$ cat src/rtl/npc_pkg.sv
package npc_pkg;
  localparam logic [5:0] OPC_SPECIAL = 6'h00;
  localparam logic [5:0] OPC_SIGNTST = 6'h01;
  localparam logic [5:0] OPC_JMP     = 6'h02;
  localparam logic [5:0] OPC_JLINK   = 6'h03;
  localparam logic [5:0] OPC_BREQ    = 6'h04;
  localparam logic [5:0] OPC_BRNE    = 6'h05;
  localparam logic [5:0] OPC_BRLE    = 6'h06;
  localparam logic [5:0] OPC_BRGT    = 6'h07;
  localparam logic [5:0] FN_JREG     = 6'h08;

  typedef enum logic [3:0] {
    FL_SEQ, FL_EQ, FL_NE, FL_LTZ, FL_GEZ, FL_LEZ, FL_GTZ,
    FL_JMP, FL_JLINK, FL_JREG
  } flow_e;
endpackage

$ cat src/rtl/npc_decode.sv
module npc_decode
  import npc_pkg::*;
(
  input  logic [31:0] instr_i,
  output flow_e       kind_o,
  output logic [15:0] off_o,
  output logic [25:0] idx_o
);
  logic [5:0] opc;
  logic [4:0] sub;
  logic [5:0] fn;

  assign opc   = instr_i[31:26];
  assign sub   = instr_i[20:16];
  assign fn    = instr_i[5:0];
  assign off_o = instr_i[15:0];
  assign idx_o = instr_i[25:0];

  always_comb begin
    kind_o = FL_SEQ;
    unique case (opc)
      OPC_SPECIAL: if (fn == FN_JREG) kind_o = FL_JREG;
      OPC_SIGNTST: begin
        if (sub == 5'd0)      kind_o = FL_LTZ;
        else if (sub == 5'd1) kind_o = FL_GEZ;
      end
      OPC_JMP:   kind_o = FL_JMP;
      OPC_JLINK: kind_o = FL_JLINK;
      OPC_BREQ:  kind_o = FL_EQ;
      OPC_BRNE:  kind_o = FL_NE;
      OPC_BRLE:  kind_o = FL_LEZ;
      OPC_BRGT:  kind_o = FL_GTZ;
      default:   kind_o = FL_SEQ;
    endcase
  end
endmodule

$ cat src/rtl/npc_cond.sv
module npc_cond
  import npc_pkg::*;
#(
  parameter int unsigned XLEN = 32
) (
  input  flow_e           kind_i,
  input  logic [XLEN-1:0] a_i,
  input  logic [XLEN-1:0] b_i,
  output logic            take_o
);
  logic neg, zero, same;

  assign neg  = a_i[XLEN-1];
  assign zero = (a_i == '0);
  assign same = (a_i == b_i);

  always_comb begin
    unique case (kind_i)
      FL_EQ:    take_o = same;
      FL_NE:    take_o = !same;
      FL_LTZ:   take_o = neg;
      FL_GEZ:   take_o = !neg;
      FL_LEZ:   take_o = neg || zero;
      FL_GTZ:   take_o = !neg && !zero;
      FL_JMP,
      FL_JLINK,
      FL_JREG:  take_o = 1'b1;
      default:  take_o = 1'b0;
    endcase
  end
endmodule

$ cat src/rtl/npc_target.sv
module npc_target
  import npc_pkg::*;
#(
  parameter int unsigned XLEN = 32
) (
  input  flow_e           kind_i,
  input  logic            take_i,
  input  logic [XLEN-1:0] pc_i,
  input  logic [15:0]     off_i,
  input  logic [25:0]     idx_i,
  input  logic [XLEN-1:0] rs_i,
  output logic [XLEN-1:0] npc_o,
  output logic [XLEN-1:0] link_o
);
  localparam int unsigned EXT_W = XLEN - 18;
  localparam int unsigned HI_W  = XLEN - 28;

  logic [XLEN-1:0] seq, br_tgt, reg_tgt;

  assign seq     = pc_i + XLEN'(4);
  assign link_o  = pc_i + XLEN'(8);
  assign br_tgt  = seq + {{EXT_W{off_i[15]}}, off_i, 2'b00};
  // region target keeps the top bits of the incremented PC
  assign reg_tgt = {seq[XLEN-1:XLEN-HI_W], idx_i, 2'b00};

  always_comb begin
    npc_o = seq;
    if (take_i) begin
      unique case (kind_i)
        FL_JMP, FL_JLINK: npc_o = reg_tgt;
        FL_JREG:          npc_o = rs_i;
        default:          npc_o = br_tgt;
      endcase
    end
  end
endmodule

$ cat src/rtl/npc_unit.sv
module npc_unit
  import npc_pkg::*;
#(
  parameter int unsigned XLEN = 32
) (
  input  logic [XLEN-1:0] pc_i,
  input  logic [31:0]     instr_i,
  input  logic [XLEN-1:0] rs_val_i,
  input  logic [XLEN-1:0] rt_val_i,
  output logic [XLEN-1:0] npc_o,
  output logic            taken_o,
  output logic            link_we_o,
  output logic [XLEN-1:0] link_val_o
);
  flow_e       kind;
  logic [15:0] off;
  logic [25:0] idx;
  logic        take;

  npc_decode u_dec (
    .instr_i (instr_i),
    .kind_o  (kind),
    .off_o   (off),
    .idx_o   (idx)
  );

  npc_cond #(.XLEN(XLEN)) u_cond (
    .kind_i (kind),
    .a_i    (rs_val_i),
    .b_i    (rt_val_i),
    .take_o (take)
  );

  npc_target #(.XLEN(XLEN)) u_tgt (
    .kind_i (kind),
    .take_i (take),
    .pc_i   (pc_i),
    .off_i  (off),
    .idx_i  (idx),
    .rs_i   (rs_val_i),
    .npc_o  (npc_o),
    .link_o (link_val_o)
  );

  assign taken_o   = take;
  assign link_we_o = (kind == FL_JLINK);
endmodule

$ cat config.mk
export PLATFORM = sky130hd
export DESIGN_NAME = npc_unit
export DESIGN_NICKNAME = d
export VERILOG_FILES = /design/src/rtl/npc_pkg.sv /design/src/rtl/npc_decode.sv /design/src/rtl/npc_cond.sv /design/src/rtl/npc_target.sv /design/src/rtl/npc_unit.sv
export SDC_FILE = /design/constraint.sdc
export NUM_CORES = 1
export LEC_CHECK = 0
export BUFFER_PORTS_ARGS = -buffer_cell sky130_fd_sc_hd__buf_2
export CORE_MARGIN = 3
export CORE_UTILIZATION = 53
export DETAILED_ROUTE_END_ITERATION = 10
export PLACE_DENSITY = 0.91
export SETUP_SLACK_MARGIN = 0.3
export SLEW_MARGIN = 20
export SYNTH_ARGS = -nofsm -noshare
export SYNTH_HDL_FRONTEND = slang
export SYNTH_SLANG_ARGS = --single-unit
$ cat constraint.sdc
create_clock -name vclk -period 8.15
set_input_delay 1.2225 -clock vclk [all_inputs]
set_output_delay 1.2225 -clock vclk [all_outputs]
set_load 0.05 [all_outputs]
==> run summary, run 1 <==
Seq Cell Count: 0
CP max FO: 8
share of cells above drive strength 1: 0.290
Tot GR Track Use: 0.321
initial antenna violation count: 0
Final min period: 7.00 ns
Synth Area per Inst: 6.82 um2
internal power: 137 uW
combinational fraction of design power: 1.000
via density per instance: 6.01
routed wire length: 14400 um
max-cap viol count: 0
HP Class: in2out
Final Util: 0.695
RSZ-0062 raised after global routing: false
postcts setup bufs: 0
Multi-input gate area: 0.00362 mm2
worst-margin pin slew: 0.982 ns
Reg area: 0 um2
cts hold-fix bufs: 0
critical path type: in2out
number of inserted diodes: 0
dpl hpwl: 12200 um
power share of the sequential group: 0
Levels on crit path: 20
Sw Pwr: 252 uW
maximum VDD drop: 0.0461 mV
First-pass DRT Iterations: 5
Nets: 899
Final Max Slew Viols: 0
Total Negative Setup Slacks: 0 ns
Worst Path Arrival: 5.78 ns
GP Congestion: 0.946
Net Count, Synth: 725
Vert. Die Dim: 90.8 um
Mapped Cells: 559
routed vias: 4967
P per Cell Area: 81.4 mW/mm2
Slew HR: 0.343
Min-Delay Path Depth: 2
IO Pins: 194
part of the cycle the worst path needs: 0.859
DRC Markers: 0
DR WL/cell: 17.4 um
commonest non-fill, non-tap cells in the layout: buf_2 (194), xnor2_1 (83), nor2_1 (66), nand2_1 (50), a21oi_1 (46)
Setup crit start kind: input pin
clk_buf instances: 0
count of final setup violators: 0
Routed Antenna Nets: 0
num rows: 30
Hold WS: 2.75 ns
sequential element share of the synthesized area: 0
Starting DRT DRC Count: 394
clock share of power: 0
first-pass GRT wire length: 22300 um
Mapped Area: 0.00381 mm2
Non-Filler Instances: 827
Syn-to-layout area delta: 25.4%
post-cts sizing count: 0
Req. time, crit path: 6.93 ns
commonest non-fill, non-tap cell in the layout: buf_2
Synth cell types: 59
die width: 90.8 um
yosys warns: 0
Cell Count Post-Placement: 827
largest net degree at the start of global routing: 33
leakage power: 2.25 nW
Slowest Stage Delay on Critical Path: 0.36 ns
vias in the first global route: 4645
worst-path cell chain: buf_2, ha_1, and3_2, and4_1, and3_4, and3_1, nand2_1, xnor2_1, ha_1, a21oi_1, nand2_1, a221o_1, a221o_1, o2111ai_1, nand4_1, a31oi_1, xnor2_1, nor4bb_1, a311o_1, buf_2
Hold Fails Final Rpt: 0
worst path bufs/invs: 2
CP max-delay cell: a221o_1
DP Area: 0.00478 mm2
critical path endpoint category: output pin
sw frac: 0.648
grt ovf: 0
core area: 0.00687 mm2
die area: 0.00824 mm2
final instance area: 0.00478 mm2
layout filler cell count: 622
delay-heaviest family, CP: compound AO/OA/AOI/OAI gates
initial core utilization: 0.555
status: finished clean
Port-buffer cells: 194
Max Fclk: 143 MHz
-- cell families after synthesis --
kind of cell,count (synthesis),share of synthesized area
fa+ha+maj,38,0.127
mux,3,0.00788
simple gates,221,0.290
compound gates,149,0.267
xor+xnor,113,0.260
buf+inv,35,0.0486
-- per-layer routing --
| metal | routed length, um | vias to the layer above | global-route usage |
|---|---|---|---|
| met5 | 0 | - | 0 |
| met4 | 354 | 0 | 0.0905 |
| met3 | 1480 | 30 | 0.0558 |
| met2 | 6600 | 301 | 0.534 |
| met1 | 5960 | 2228 | 0.422 |
| li1 | - | 2408 | - |
-- final cells by class --
type | count | area share
inverters | 10 | 0.00786
multi-input cells | 524 | 0.759
well taps | 96 | 0.0252
repair buffers | 197 | 0.208
-- stage by stage --
stage / power (mW) / worst slack, ns
floorplan: 0.272 / 1.33
global placement: 0.379 / 1.41
detailed placement: 0.383 / 1.23
CTS: 0.385 / 1.21
global route: 0.417 / 0.855
finish: 0.389 / 1.15
-- worst paths after layout --
| kind | startpoint | endpoint |
|---|---|---|
| min | pc_i[0] | link_val_o[0] |
| max | pc_i[4] | npc_o[31] |
-- cell usage after synthesis, types with 7 or more instances --
cell type | count | area, um2
ha_1 | 37 | 463
a31oi_1 | 12 | 75.1
and3_1 | 11 | 68.8
xnor2_1 | 83 | 727
a21oi_1 | 46 | 230
nor4_1 | 10 | 62.6
a21o_1 | 15 | 113
clkbuf_1 | 11 | 41.3
a22oi_1 | 9 | 67.6
xor2_1 | 30 | 263
nand4_1 | 17 | 106
a221oi_1 | 16 | 140
nand2_1 | 50 | 188
nor2_1 | 66 | 248
inv_1 | 10 | 37.5
nand3_1 | 21 | 105
nor3_1 | 7 | 35.0
o21ai_0 | 16 | 80.1
-- power by group through the flow --
| stage | Sequential, mW | Clock, mW | Combinational (mW) |
|---|---|---|---|
| 5_1_grt | 0 | 0 | 0.417 |
| 3_5_place_dp | 0 | 0 | 0.383 |
| 6_report | 0 | 0 | 0.389 |
| 4_1_cts | 0 | 0 | 0.385 |
| 3_3_place_gp | 0 | 0 | 0.379 |
| 2_1_floorplan | 0 | 0 | 0.272 |
No activity file was read; power rests on OpenSTA's default activity.
==> run 2: changes to the inputs <==
--- a/config.mk
+++ b/config.mk
@@ -9,7 +9,7 @@
 export CORE_MARGIN = 3
 export CORE_UTILIZATION = 53
 export DETAILED_ROUTE_END_ITERATION = 10
-export PLACE_DENSITY = 0.91
+export PLACE_DENSITY = 0.95
 export SETUP_SLACK_MARGIN = 0.3
 export SLEW_MARGIN = 20
 export SYNTH_ARGS = -nofsm -noshare
==> run 2 against run 1 <==
Compared with the run above: maximum frequency shrank 0.53%; largest power group unchanged; worst hold slack better by 0.0017 ns; setup slack got worse by 0.037 ns; global-route usage grew 1.2 points; total power grew 0.69%; die area did not move; clock-buffer cell count unchanged; utilization stayed put; sequential share of layout area did not move; critical path depth unchanged.
==> run summary, run 2 (same netlist as run 1, synthesis figures left out) <==
status: finished clean
via density per instance: 6.11 (+1.7%)
Tot GR Track Use: 0.332 (+0.0118)
worst-margin pin slew: 0.964 ns (-0.0180 ns)
Syn-to-layout area delta: 25.4% (unchanged)
die area: 0.00824 mm2 (unchanged)
vias in the first global route: 4696 (+1.1%)
Starting DRT DRC Count: 413 (+4.8%)
cts hold-fix bufs: 0 (unchanged)
Final Max Slew Viols: 0 (unchanged)
Vert. Die Dim: 90.8 um (unchanged)
critical path type: in2out
core area: 0.00687 mm2 (unchanged)
CP max FO: 8 (unchanged)
num rows: 30 (unchanged)
initial core utilization: 0.555 (unchanged)
clk_buf instances: 0 (unchanged)
leakage power: 2.25 nW (unchanged)
post-cts sizing count: 0 (unchanged)
max-cap viol count: 0 (unchanged)
DR WL/cell: 17.9 um (+2.6%)
Hold WS: 2.75 ns (+0.00174 ns)
First-pass DRT Iterations: 5 (unchanged)
Nets: 899 (unchanged)
Final min period: 7.04 ns (+0.0374 ns)
first-pass GRT wire length: 23200 um (+4.0%)
part of the cycle the worst path needs: 0.864 (+0.00459)
count of final setup violators: 0 (unchanged)
Port-buffer cells: 194 (unchanged)
grt ovf: 0 (unchanged)
Max Fclk: 142 MHz (-0.53%)
share of cells above drive strength 1: 0.290 (unchanged)
Reg area: 0 um2 (unchanged)
IO Pins: 194 (unchanged)
routed vias: 5049 (+1.7%)
commonest non-fill, non-tap cell in the layout: buf_2
RSZ-0062 raised after global routing: false
dpl hpwl: 12400 um (+1.8%)
Req. time, crit path: 6.93 ns (about the same)
Routed Antenna Nets: 0 (unchanged)
P per Cell Area: 82.0 mW/mm2 (+0.69%)
Total Negative Setup Slacks: 0 ns (unchanged)
number of inserted diodes: 0 (unchanged)
Worst Path Arrival: 5.82 ns (+0.04 ns)
Slew HR: 0.355 (+0.0120)
GP Congestion: 0.928 (-2.0%)
Seq Cell Count: 0 (unchanged)
HP Class: in2out
initial antenna violation count: 0 (unchanged)
die width: 90.8 um (unchanged)
Hold Fails Final Rpt: 0 (unchanged)
critical path endpoint category: output pin
DRC Markers: 0 (unchanged)
maximum VDD drop: 0.0488 mV (+5.9%)
commonest non-fill, non-tap cells in the layout: buf_2 (194), xnor2_1 (83), nor2_1 (66), nand2_1 (50), a21oi_1 (46)
largest net degree at the start of global routing: 24 (-27%)
Setup crit start kind: input pin
postcts setup bufs: 0 (unchanged)
routed wire length: 14800 um (+2.6%)
run 2: power by group:
group          switching, mW  leakage (nW)  internal [mW]
logic                  0.254          2.25          0.137
registers                  0             0              0
clock network              0             0              0
run 2: area by class of cell:
class              count  area [um2]
multi-input cells    524        3620
fillers              609        2090
repair buffers       197         993
well taps             96         120
inverters             10        37.5
run 2: final timing paths:
path	from	to	slack, ns	depth (start not counted)
hold / removal	pc_i[1]	link_val_o[1]	2.75	2
setup / recovery	pc_i[4]	npc_o[31]	1.11	20
run 2: per-stage QoR:
step	utilization	cell area (um2)	setup slack (ns)	cells	total power, mW
final	0.695	4780	1.11	827	0.391
after floorplan	-	3810	1.33	559	0.272
after global placement	0.695	4780	1.40	827	0.379
after global routing	0.695	4780	0.780	827	0.419
after CTS	0.695	4780	1.18	827	0.386
after detailed placement	0.695	4780	1.19	827	0.384
run 2: worst max-delay path, cell delays in order:
cell and delay, ns:
buf_2 0.17, ha_1 0.26, and3_2 0.26, and4_1 0.26, and3_4 0.23, and3_1 0.25
nand2_1 0.09, xnor2_1 0.26, ha_1 0.34, a21oi_1 0.18, nand2_1 0.08, a221o_1 0.36
a221o_1 0.32, o2111ai_1 0.33, nand4_1 0.13, a31oi_1 0.22, xnor2_1 0.15, nor4bb_1 0.27
a311o_1 0.17, buf_2 0.26
run 2: layer usage:
layer | part of all wire | wire length [um] | GRT usage
met1 | 0.42 | 6190 | 0.432
met2 | 0.45 | 6710 | 0.570
met3 | 0.095 | 1410 | 0.0475
met4 | 0.032 | 467 | 0.0905
met5 | 0 | 0 | 0
